===== src/rtl/ptw_pkg.sv =====
// ptw_pkg: shared encodings for the two-level page table walker.
// Assumes a 32-bit entry whose flag bits sit in the low byte and whose
// frame number fills the bits above the page offset.
package ptw_pkg;

    // Access kind requested by the client
    typedef enum logic [1:0] {
        ACC_LOAD  = 2'b00,
        ACC_STORE = 2'b01,
        ACC_FETCH = 2'b10,
        ACC_RSVD  = 2'b11
    } acc_t;

    // Outcome code reported with a fault
    localparam logic [1:0] FLT_NONE    = 2'b00;
    localparam logic [1:0] FLT_ABSENT  = 2'b01;
    localparam logic [1:0] FLT_DENIED  = 2'b10;

    // Flag positions inside an entry
    localparam int unsigned E_PRESENT = 0;
    localparam int unsigned E_RD      = 1;
    localparam int unsigned E_WR      = 2;
    localparam int unsigned E_EX      = 3;
    localparam int unsigned E_TOUCHED = 4;
    localparam int unsigned E_MODIFIED = 5;

    // Walk sequencer states
    typedef enum logic [2:0] {
        WS_IDLE    = 3'd0,
        WS_TOP_REQ = 3'd1,
        WS_TOP_RSP = 3'd2,
        WS_LEAF_REQ = 3'd3,
        WS_LEAF_RSP = 3'd4,
        WS_WB_REQ  = 3'd5
    } wstate_t;

endpackage


===== src/rtl/ptw_root_reg.sv =====
// ptw_root_reg: holds the physical byte address of the top-level table.
// Software loads it through a write strobe; loads are refused while a walk
// is in progress so that a walk sees one consistent root.
module ptw_root_reg #(
    parameter int unsigned AW = 32
) (
    input  logic          clk,
    input  logic          rst_n,
    input  logic          load_en,
    input  logic          hold,
    input  logic [AW-1:0] wdata,
    output logic [AW-1:0] q
);

    // Root register: cleared by reset, loaded only when no walk is running
    always_ff @(posedge clk) begin
        if (!rst_n) begin
            q <= '0;
        end else if (load_en && !hold) begin
            q <= wdata;
        end
    end

    // a load strobe during a walk leaves the root unchanged
    a_r2_root_frozen: assert property (@(posedge clk) disable iff (!rst_n)
        hold |=> $stable(q));

endmodule


===== src/rtl/ptw_entry_addr.sv =====
// ptw_entry_addr: byte address of a table entry from the table base and
// an index. Assumes entries of 2**ENT_LG bytes, laid out contiguously.
module ptw_entry_addr #(
    parameter int unsigned AW     = 32,
    parameter int unsigned IDX_W  = 10,
    parameter int unsigned ENT_LG = 2
) (
    input  logic [AW-1:0]    table_base,
    input  logic [IDX_W-1:0] index,
    output logic [AW-1:0]    entry_addr
);

    localparam int unsigned PAD_W = AW - IDX_W - ENT_LG;

    logic [AW-1:0] scaled;

    // Scale the index by the entry size and add it to the base
    always_comb begin
        scaled     = {{PAD_W{1'b0}}, index, {ENT_LG{1'b0}}};
        entry_addr = table_base + scaled;
    end

endmodule


===== src/rtl/ptw_entry_check.sv =====
// ptw_entry_check: judges one entry against the requested access kind and
// forms the entry value a successful walk would store back.
// Assumes presence is judged before permission.
module ptw_entry_check
    import ptw_pkg::*;
#(
    parameter int unsigned EW = 32
) (
    input  logic [EW-1:0] entry,
    input  logic [1:0]    acc,
    output logic          pass,
    output logic [1:0]    code,
    output logic [EW-1:0] updated,
    output logic          changed
);

    logic          allowed;
    logic [EW-1:0] set_mask;

    // Pick the permission bit that matches the access kind
    always_comb begin
        unique case (acc)
            ACC_LOAD:  allowed = entry[E_RD];
            ACC_STORE: allowed = entry[E_WR];
            ACC_FETCH: allowed = entry[E_EX];
            default:   allowed = 1'b0;
        endcase
    end

    // Verdict: absence wins over a missing permission
    always_comb begin
        if (!entry[E_PRESENT]) begin
            code = FLT_ABSENT;
        end else if (!allowed) begin
            code = FLT_DENIED;
        end else begin
            code = FLT_NONE;
        end
        pass = (code == FLT_NONE);
    end

    // Updated entry: mark accessed, and modified on a store
    always_comb begin
        set_mask             = '0;
        set_mask[E_TOUCHED]  = 1'b1;
        set_mask[E_MODIFIED] = (acc == ACC_STORE);
        updated              = entry | set_mask;
        changed              = (updated != entry);
    end

    // the update touches nothing but the two tracking flags
    always_comb begin
        a_r9_only_flags: assert (((updated ^ entry) &
            ~(EW'(1) << E_TOUCHED) & ~(EW'(1) << E_MODIFIED)) == '0);
    end

endmodule


===== src/rtl/pt_walker.sv =====
// pt_walker: two-level page table walker with 1 KB pages.
// Splits the virtual address into top index, leaf index and page offset,
// reads one entry per level through a valid/ready request port with a
// single-beat read response, checks presence and permission at each level,
// and on success writes back the leaf entry when its tracking flags change.
// Assumes one outstanding memory request at a time and that a write is
// complete once accepted.
module pt_walker
    import ptw_pkg::*;
#(
    parameter int unsigned VA_W    = 32,
    parameter int unsigned OFF_W   = 10,
    parameter int unsigned LEAF_IW = 10,
    parameter int unsigned EW      = 32,
    parameter int unsigned ENT_LG  = 2
) (
    input  logic                         clk,
    input  logic                         rst_n,
    input  logic                         root_we,
    input  logic [EW-OFF_W+OFF_W-1:0]    root_wdata,
    output logic [EW-OFF_W+OFF_W-1:0]    root_q,
    input  logic                         req_valid,
    input  logic [VA_W-1:0]              req_vaddr,
    input  logic [1:0]                   req_acc,
    output logic                         busy,
    output logic                         done,
    output logic                         fault,
    output logic [1:0]                   fault_code,
    output logic [EW-OFF_W+OFF_W-1:0]    pa,
    output logic                         mem_req_valid,
    input  logic                         mem_req_ready,
    output logic                         mem_req_we,
    output logic [EW-OFF_W+OFF_W-1:0]    mem_req_addr,
    output logic [EW-1:0]                mem_req_wdata,
    input  logic                         mem_rsp_valid,
    input  logic [EW-1:0]                mem_rsp_data
);

    localparam int unsigned TOP_IW  = VA_W - OFF_W - LEAF_IW;
    localparam int unsigned FRAME_W = EW - OFF_W;
    localparam int unsigned PA_W    = FRAME_W + OFF_W;

    wstate_t          state;
    logic [VA_W-1:0]  va_q;
    logic [1:0]       acc_q;
    logic [PA_W-1:0]  leaf_tbl_q;
    logic [PA_W-1:0]  leaf_addr_q;
    logic [EW-1:0]    wb_data_q;
    logic [PA_W-1:0]  pa_q;
    logic             done_q;
    logic             fault_q;
    logic [1:0]       fcode_q;

    logic [TOP_IW-1:0]  top_idx;
    logic [LEAF_IW-1:0] leaf_idx;
    logic [OFF_W-1:0]   page_off;
    logic [PA_W-1:0]    top_addr;
    logic [PA_W-1:0]    leaf_addr;
    logic [FRAME_W-1:0] rsp_frame;

    logic               chk_pass;
    logic [1:0]         chk_code;
    logic [EW-1:0]      chk_updated;
    logic               chk_changed;

    // Field extraction from the latched virtual address and the response
    always_comb begin
        top_idx   = va_q[VA_W-1 -: TOP_IW];
        leaf_idx  = va_q[OFF_W +: LEAF_IW];
        page_off  = va_q[OFF_W-1:0];
        rsp_frame = mem_rsp_data[EW-1 -: FRAME_W];
    end

    assign busy = (state != WS_IDLE);

    ptw_root_reg #(
        .AW      (PA_W)
    ) u_root (
        .clk     (clk),
        .rst_n   (rst_n),
        .load_en (root_we),
        .hold    (busy),
        .wdata   (root_wdata),
        .q       (root_q)
    );

    ptw_entry_addr #(
        .AW         (PA_W),
        .IDX_W      (TOP_IW),
        .ENT_LG     (ENT_LG)
    ) u_top_addr (
        .table_base (root_q),
        .index      (top_idx),
        .entry_addr (top_addr)
    );

    ptw_entry_addr #(
        .AW         (PA_W),
        .IDX_W      (LEAF_IW),
        .ENT_LG     (ENT_LG)
    ) u_leaf_addr (
        .table_base (leaf_tbl_q),
        .index      (leaf_idx),
        .entry_addr (leaf_addr)
    );

    ptw_entry_check #(
        .EW      (EW)
    ) u_check (
        .entry   (mem_rsp_data),
        .acc     (acc_q),
        .pass    (chk_pass),
        .code    (chk_code),
        .updated (chk_updated),
        .changed (chk_changed)
    );

    // Walk sequencer: accept, read top, read leaf, optional write-back
    always_ff @(posedge clk) begin
        if (!rst_n) begin
            state       <= WS_IDLE;
            va_q        <= '0;
            acc_q       <= '0;
            leaf_tbl_q  <= '0;
            leaf_addr_q <= '0;
            wb_data_q   <= '0;
            pa_q        <= '0;
            done_q      <= 1'b0;
            fault_q     <= 1'b0;
            fcode_q     <= FLT_NONE;
        end else begin
            done_q  <= 1'b0;
            fault_q <= 1'b0;
            unique case (state)
                WS_IDLE: begin
                    if (req_valid) begin
                        va_q    <= req_vaddr;
                        acc_q   <= req_acc;
                        fcode_q <= FLT_NONE;
                        state   <= WS_TOP_REQ;
                    end
                end
                WS_TOP_REQ: begin
                    if (mem_req_ready) begin
                        state <= WS_TOP_RSP;
                    end
                end
                WS_TOP_RSP: begin
                    if (mem_rsp_valid) begin
                        if (!chk_pass) begin
                            fault_q <= 1'b1;
                            fcode_q <= chk_code;
                            state   <= WS_IDLE;
                        end else begin
                            leaf_tbl_q <= {rsp_frame, {OFF_W{1'b0}}};
                            state      <= WS_LEAF_REQ;
                        end
                    end
                end
                WS_LEAF_REQ: begin
                    if (mem_req_ready) begin
                        leaf_addr_q <= leaf_addr;
                        state       <= WS_LEAF_RSP;
                    end
                end
                WS_LEAF_RSP: begin
                    if (mem_rsp_valid) begin
                        if (!chk_pass) begin
                            fault_q <= 1'b1;
                            fcode_q <= chk_code;
                            state   <= WS_IDLE;
                        end else begin
                            pa_q <= {rsp_frame, page_off};
                            if (chk_changed) begin
                                wb_data_q <= chk_updated;
                                state     <= WS_WB_REQ;
                            end else begin
                                done_q <= 1'b1;
                                state  <= WS_IDLE;
                            end
                        end
                    end
                end
                WS_WB_REQ: begin
                    if (mem_req_ready) begin
                        done_q <= 1'b1;
                        state  <= WS_IDLE;
                    end
                end
                default: state <= WS_IDLE;
            endcase
        end
    end

    // Memory request drive: address chosen by the current step
    always_comb begin
        mem_req_valid = 1'b0;
        mem_req_we    = 1'b0;
        mem_req_addr  = top_addr;
        unique case (state)
            WS_TOP_REQ: begin
                mem_req_valid = 1'b1;
            end
            WS_LEAF_REQ: begin
                mem_req_valid = 1'b1;
                mem_req_addr  = leaf_addr;
            end
            WS_WB_REQ: begin
                mem_req_valid = 1'b1;
                mem_req_we    = 1'b1;
                mem_req_addr  = leaf_addr_q;
            end
            default: ;
        endcase
    end

    assign mem_req_wdata = wb_data_q;
    assign done          = done_q;
    assign fault         = fault_q;
    assign fault_code    = fcode_q;
    assign pa            = pa_q;

    // a stalled request keeps its address and direction
    a_r10_req_held: assert property (@(posedge clk) disable iff (!rst_n)
        mem_req_valid && !mem_req_ready |=>
            mem_req_valid && $stable(mem_req_addr) && $stable(mem_req_we));

    // memory is only used while a walk is running
    a_r3_mem_when_busy: assert property (@(posedge clk) disable iff (!rst_n)
        mem_req_valid |-> busy);

    // an accepted request makes the walker busy on the next cycle
    a_r3_busy_after_take: assert property (@(posedge clk) disable iff (!rst_n)
        req_valid && !busy |=> busy);

    // the two completion pulses are exclusive
    a_r11_exclusive: assert property (@(posedge clk) disable iff (!rst_n)
        !(done && fault));

    // completion pulses last a single cycle
    a_r11_done_pulse: assert property (@(posedge clk) disable iff (!rst_n)
        done |=> !done);
    a_r11_fault_pulse: assert property (@(posedge clk) disable iff (!rst_n)
        fault |=> !fault);

    // a fault always carries a nonzero code
    a_r6_code_present: assert property (@(posedge clk) disable iff (!rst_n)
        fault |-> fault_code != FLT_NONE);

    // a write-back always carries the accessed flag
    a_r9_wb_touched: assert property (@(posedge clk) disable iff (!rst_n)
        mem_req_valid && mem_req_we |-> mem_req_wdata[E_TOUCHED]);

endmodule


===== config.mk =====
export PLATFORM = sky130hd
export DESIGN_NAME = pt_walker
export DESIGN_NICKNAME = d
export VERILOG_FILES = /design/src/rtl/ptw_pkg.sv /design/src/rtl/ptw_root_reg.sv /design/src/rtl/ptw_entry_addr.sv /design/src/rtl/ptw_entry_check.sv /design/src/rtl/pt_walker.sv
export SDC_FILE = /design/constraint.sdc
export NUM_CORES = 1
export LEC_CHECK = 0
export BUFFER_PORTS_ARGS = -buffer_cell sky130_fd_sc_hd__buf_2
export CAP_MARGIN = 0
export CORE_ASPECT_RATIO = 0.9
export CORE_UTILIZATION = 45
export CTS_BUF_LIST = sky130_fd_sc_hd__clkbuf_8
export CTS_CLUSTER_DIAMETER = 200
export DETAILED_ROUTE_END_ITERATION = 10
export PLACE_DENSITY_LB_ADDON = 0.3
export SYNTH_ARGS = -nofsm -noshare
export SYNTH_HDL_FRONTEND = slang
export SYNTH_SLANG_ARGS = --single-unit

===== constraint.sdc =====
create_clock -name clk -period 2.76 [get_ports clk]
set_input_delay 0.276 -clock clk [delete_from_list [all_inputs] [get_ports clk]]
set_output_delay 0.276 -clock clk [all_outputs]
set_load 0.03 [all_outputs]

; Word level (Yosys, flattened, before mapping)
; Cells that the tools add are included.
[word_totals]
latch_bits = 0
ramBits = 0
output_inout_bits = 135
elab_cells = 73
romBits = 0
memories = 0
reg_bits = 191
[op_classes]
div = 0
n_mul = 0
n_lt_le_gt_ge = 0
n_shift = 0
mux = 26
reduce_logical = 17
add_sub_neg = 2
eq_ne = 16
bitwise_logic = 1
[ops]
columns = cell, n
row1 = $pmux W32 S2, 1
row2 = $add A32 B12 Y32, 1
row3 = $add A32 B14 Y32, 1
row4 = $ne A32 B32 Y1, 1
row5 = $or A32 B6 Y32, 1
row6 = $mux W3, 8
row7 = $pmux W3 S6, 1
row8 = $ne A2 B2 Y1 const B, 7
row9 = $mux W2, 6
row10 = $reduce_and A3 Y1, 3
row11 = $reduce_and A4 Y1, 2
row12 = $mux W1, 7
row13 = $eq A3 B2 Y1 const B, 2
row14 = $eq A3 B3 Y1 const B, 2
row15 = $reduce_and A6 Y1, 1
row16 = $logic_not A2 Y1, 2
row17 = $pmux W2 S2, 1
row18 = $reduce_and A2 Y1, 2
row19 = $eq A3 B1 Y1 const B, 1
row20 = $logic_not A3 Y1, 1
row21 = $pmux W1 S3, 1
row22 = $reduce_bool A3 Y1, 1
row23 = $reduce_or A3 Y1, 1
row24 = $eq A2 B1 Y1 const B, 1
row25 = 7 further kinds, 7

; Longest topological paths before layout
[depth]
word_depth = 8
ltp_mapped = 9
depth_no_buf = 8

; Modules after synthesis
; A second synthesis with hierarchy kept.
[unflattened]
cells_unflattened = 1258
area_unflattened_um2 = 10137.2
[modules_own_cells]
columns = module, cells_per_inst, seq_area_each_um2, instances, area_each_um2
row1 = pt_walker, 829, 3183.1, 1, 6687.7
row2 = ptw_root_reg, 140, 640.6, 1, 1323.8
row3 = ptw_entry_addr (u_top_addr), 127, 0.0, 1, 948.4
row4 = ptw_entry_addr (u_leaf_addr), 121, 0.0, 1, 879.6
row5 = ptw_entry_check, 41, 0.0, 1, 297.8

; Least setup slack after synthesis
; Ideal clock, no wire load.
[synth_timing]
path_type = flip-flop to output port
start = register u_root.q[2]
end = output mem_req_addr[18]
n_path_buf = 0
setup_slack_ns = -0.305
stages_incl_launch_ff = 9
arrival_time_ns = 2.789
required_time_ns = 2.484
path_cell_list = dfxtp_1 -> ha_1 -> fa_1 -> a211oi_1 -> nor2_1 -> o211ai_1 -> o21ai_1 -> mux2i_1 -> o21ai_0
[synth_via]
elab_chain_cells = 2
[synth_lines]
columns = element, line
row1 = from (decl), ptw_root_reg.sv:12  ; output logic [AW-1:0] q
row2 = from (signal assigned), ptw_root_reg.sv:20  ; q <= wdata;
row3 = $add A32 B14 Y32, ptw_entry_addr.sv:20  ; entry_addr = table_base + scaled;
row4 = $pmux W32 S2, pt_walker.sv:200  ; unique case (state)
row5 = to (decl), pt_walker.sv:33  ; output logic [EW-OFF_W+OFF_W-1:0] mem_req_addr,
; Every way passes these cells.

; Worst setup path in the final report
[layout_timing]
start = register u_root.q[2]
end = output mem_req_addr[20]
; The elaborated chain is that of the path after synthesis.

==> results.ini <==
[status]
run_status = finished with violations
violations = DRC, setup timing

[floorplan]
core_region_area_um2 = 19930
initial_utilization = 0.4573
fp.dieW_um = 152
ioPinCount = 239
die_h_um = 137
rows = 49
dieArea_um2 = 20820

[critical_path]
crit_start = u_root.q[2]
max_stage_delay_ns = 0.48
critPathLaunchType = flop
reg2reg_depth = 6
cp.required_ns = 2.48
worst_path_max_delay_cell = or4_4
criticalPathCategory = flop to output pin
arrival_ns = 2.75
worstReg2RegEnd = u_root.q[13]
cp_common_cell = buf_4
r2r_start = state[0]
rrSetupSlack_ns = 0.64
endpoint_kind = output pin
path_cells = ha_4 > fa_2 > a211oi_2 > nor2_2 > o211ai_1 > buf_4 > o21a_1 > buf_4 > or4_4 > nand3_2 > buf_6
worstPathMaxFanout = 5

[sta]
final_min_period_over_clock_period = 1.096
setup_viol = 19
worst_pin_slew_ns = 0.7092
final.setup_skew_ns = 0.01455
rsz0062_at_grt = true
fmax_mhz = 330.5
setup_ws_ns = -0.2657
slew-limit-headroom = 0.5272
slew_viol_final = 0
finalCriticalPeriod_ns = 3.026
fin_tns_setup_ns = -2.414
finalHoldViolations = 0

[final_layout]
area_delta_synth_final_pct = 32.86
drive_gt1_frac = 0.3416
fillers = 1782
finalNetCount = 1486

[clock_network]
hold_buffers = 0
numCtsBuffers = 17
worstSkewPairLatency_ns = 0.47
tritoncts = yes
cts_max_level = 4
root_buffer = clkbuf_8
clockBufferDepth = 2
clock-sinks = 189
clk_transition_reported_paths_ns = 0.10

[global_routing]
grt_max_degree = 71
grt_pass1_vias = 7876
antenna_found_initial = 2
grt_pass1_wl_um = 40590
grt.total_usage = 0.2440
grt-ovfl-total = 0

[worst_hold_path]
hold_end = u_root.q[12]
hold_start = root_wdata[12]
holdPathStages = 3
min-delay-path-class = input port to flop

[power]
pwr-share-comb = 0.189
ir_drop_uv = 359.3
p_switching_w = 0.001773
power_density_nw_per_um2 = 483.6
sequentialPowerShare = 0.494
p_sw_frac = 0.3027
leakage_nw = 4.996
power_w = 0.005855
p_int_w = 0.004083
clkPwrFrac = 0.317

[synthesis]
syn_nets = 1225
synth_seq_cells = 189
synthTopCellsByArea = dfxtp_1 (42%), nand2_1 (14%), a21boi_0 (11%), mux2i_1 (2.7%), xnor2_1 (2.0%)
synth_warnings = 0
syn_area_per_cell_um2 = 8.247
synth_enable_flop_cells = 0
ys_types = 66
ys_seq_area_frac = 0.4152
synthCells = 1105
async_flop_share = 0
syn_area_um2 = 9112
synth_top_area_cell = dfxtp_1
synth_ff_type = dfxtp_1
synth_top_area_frac = 0.4152

[routing]
drc = 24
viasPerCell = 5.353
wl_per_cell_um = 16.10
drtIter0Drc = 642
wirelength_um = 26320
antenna_left = 0
vias = 8752
drt_pre_antenna_iters = 8

[place]
port-buffer-count = 238
dp_hpwl_um = 18290
place_ws_ns = -0.002040
place.gp.congestion = 0.8631

[flow_run]
drv_cap = 0

registers in the layout, indices dropped and copies added, names as in the netlist:
register,cells
mem_req_wdata,32
pa,32
u_root.q,32
va_q,32
leaf_addr_q,30
leaf_tbl_q,22
state,3
acc_q,2
fault_code,2
done,1
fault,1
critical path: cells and delay by family, from the launching register on:
| kind | cells | cell delay [ns] |
|---|---|---|
| AOI/OAI and AO/OA | 3 | 0.37 |
| DFF | 1 | 0.37 |
| and+or+nand+nor | 3 | 0.73 |
| buffers and inverters | 3 | 0.47 |
| adders and majority gates | 2 | 0.35 |
cell families (layout without fill, tap and decap cells):
family	count (synthesis)	in the layout	share of synthesized area
other	0	1	0
DFF	189	189	0.4152
adders and majority gates	16	16	0.02362
muxes	25	25	0.02746
AOI/OAI and AO/OA	277	277	0.2244
xor gates and xnor gates	37	37	0.03556
buffers and inverters	78	352	0.03694
and+or+nand+nor	483	483	0.2369
placed cells by master (no fill, tap or decap), types with 6 or more instances in the layout:
| cell type | n |
|---|---|
| nand2_1 | 337 |
| buf_2 | 213 |
| dfxtp_1 | 161 |
| a21boi_0 | 133 |
| buf_4 | 79 |
| nor2_1 | 27 |
| mux2i_1 | 25 |
| nor2b_1 | 25 |
| dfxtp_2 | 21 |
| buf_6 | 19 |
| clkbuf_8 | 18 |
| xnor2_1 | 16 |
| a21oi_1 | 15 |
| o211a_1 | 15 |
| nand4_1 | 14 |
| ha_4 | 13 |
| xor2_1 | 12 |
| o21ai_0 | 10 |
| o21ai_1 | 9 |
| o221ai_2 | 9 |
| inv_1 | 8 |
| nor3b_1 | 8 |
| and2_1 | 7 |
| o211ai_1 | 7 |
| nand3_1 | 7 |
| a21boi_1 | 7 |
| dfxtp_4 | 7 |
| o22ai_1 | 6 |
through the flow:
stage | hold WS, ns | utilization | std cells | instance area, µm²
2_1_floorplan | 0.4109 | - | 1105 | 9143
3_3_place_gp | 0.4397 | 0.5390 | 1576 | 10740
3_5_place_dp | 0.4426 | 0.5390 | 1576 | 10740
4_1_cts | 0.02047 | 0.5890 | 1621 | 11740
5_1_grt | 0.02176 | 0.6076 | 1635 | 12110
6_report | 0.04342 | 0.6076 | 1635 | 12110
power by group through the flow:
stage	registers, W	logic (W)	clock network [W]
2_1_floorplan	0.00300	0.000546	0
3_3_place_gp	0.00294	0.000957	0
3_5_place_dp	0.00294	0.000964	0
4_1_cts	0.00290	0.00105	0.00189
5_1_grt	0.00291	0.00118	0.00202
6_report	0.00289	0.00110	0.00186
cells in the mapped netlist, drive strengths merged (7+ instances only):
cell type / instances
a211oi: 8
a21boi: 140
a21oi: 22
and2: 7
buf: 26
clkbuf: 45
dfxtp: 189
ha: 14
inv: 7
mux2i: 25
nand2: 341
nand3: 11
nand4: 15
nor2: 34
nor2b: 27
nor3: 7
nor3b: 9
nor4: 9
o211a: 15
o211ai: 7
o21ai: 24
o221ai: 10
o22ai: 7
xnor2: 21
xor2: 16
worst max path at each step:
stage	endpoint	slack [ns]	cells past startpoint
after floorplan	mem_req_addr[18]	-0.02	8
after CTS	mem_req_addr[20]	-0.28	11
after global routing	mem_req_addr[16]	-0.41	11
after global placement	mem_req_addr[20]	0.07	11
final	mem_req_addr[20]	-0.27	11
after detailed placement	mem_req_addr[20]	-0.002	11
final cells by class:
class | count | area, µm² | area share
inverters | 7 | 26.28 | 0.002170
clock inverters | 14 | 143.9 | 0.01189
multi-input cells | 838 | 5618 | 0.4640
flip-flops and latches | 189 | 3836 | 0.3169
clock buffers | 18 | 247.7 | 0.02046
well taps | 255 | 319.1 | 0.02635
diodes | 1 | 2.502 | 0.0002067
repair buffers | 313 | 1913 | 0.1580
layer usage:
metal,wire [µm],track usage
met1,11710,0.3172
met2,12780,0.4146
met3,1563,0.05605
met4,256,0.05215
met5,13,0
what timing repair did:
item | 4_1_cts | 5_1_grt
pin swaps | 35 | 51
setup buffers | 14 | 13
gates resized for setup | 118 | 71
setup endpoints to repair | 23 | 28
Power figures use the tool's default switching activity.
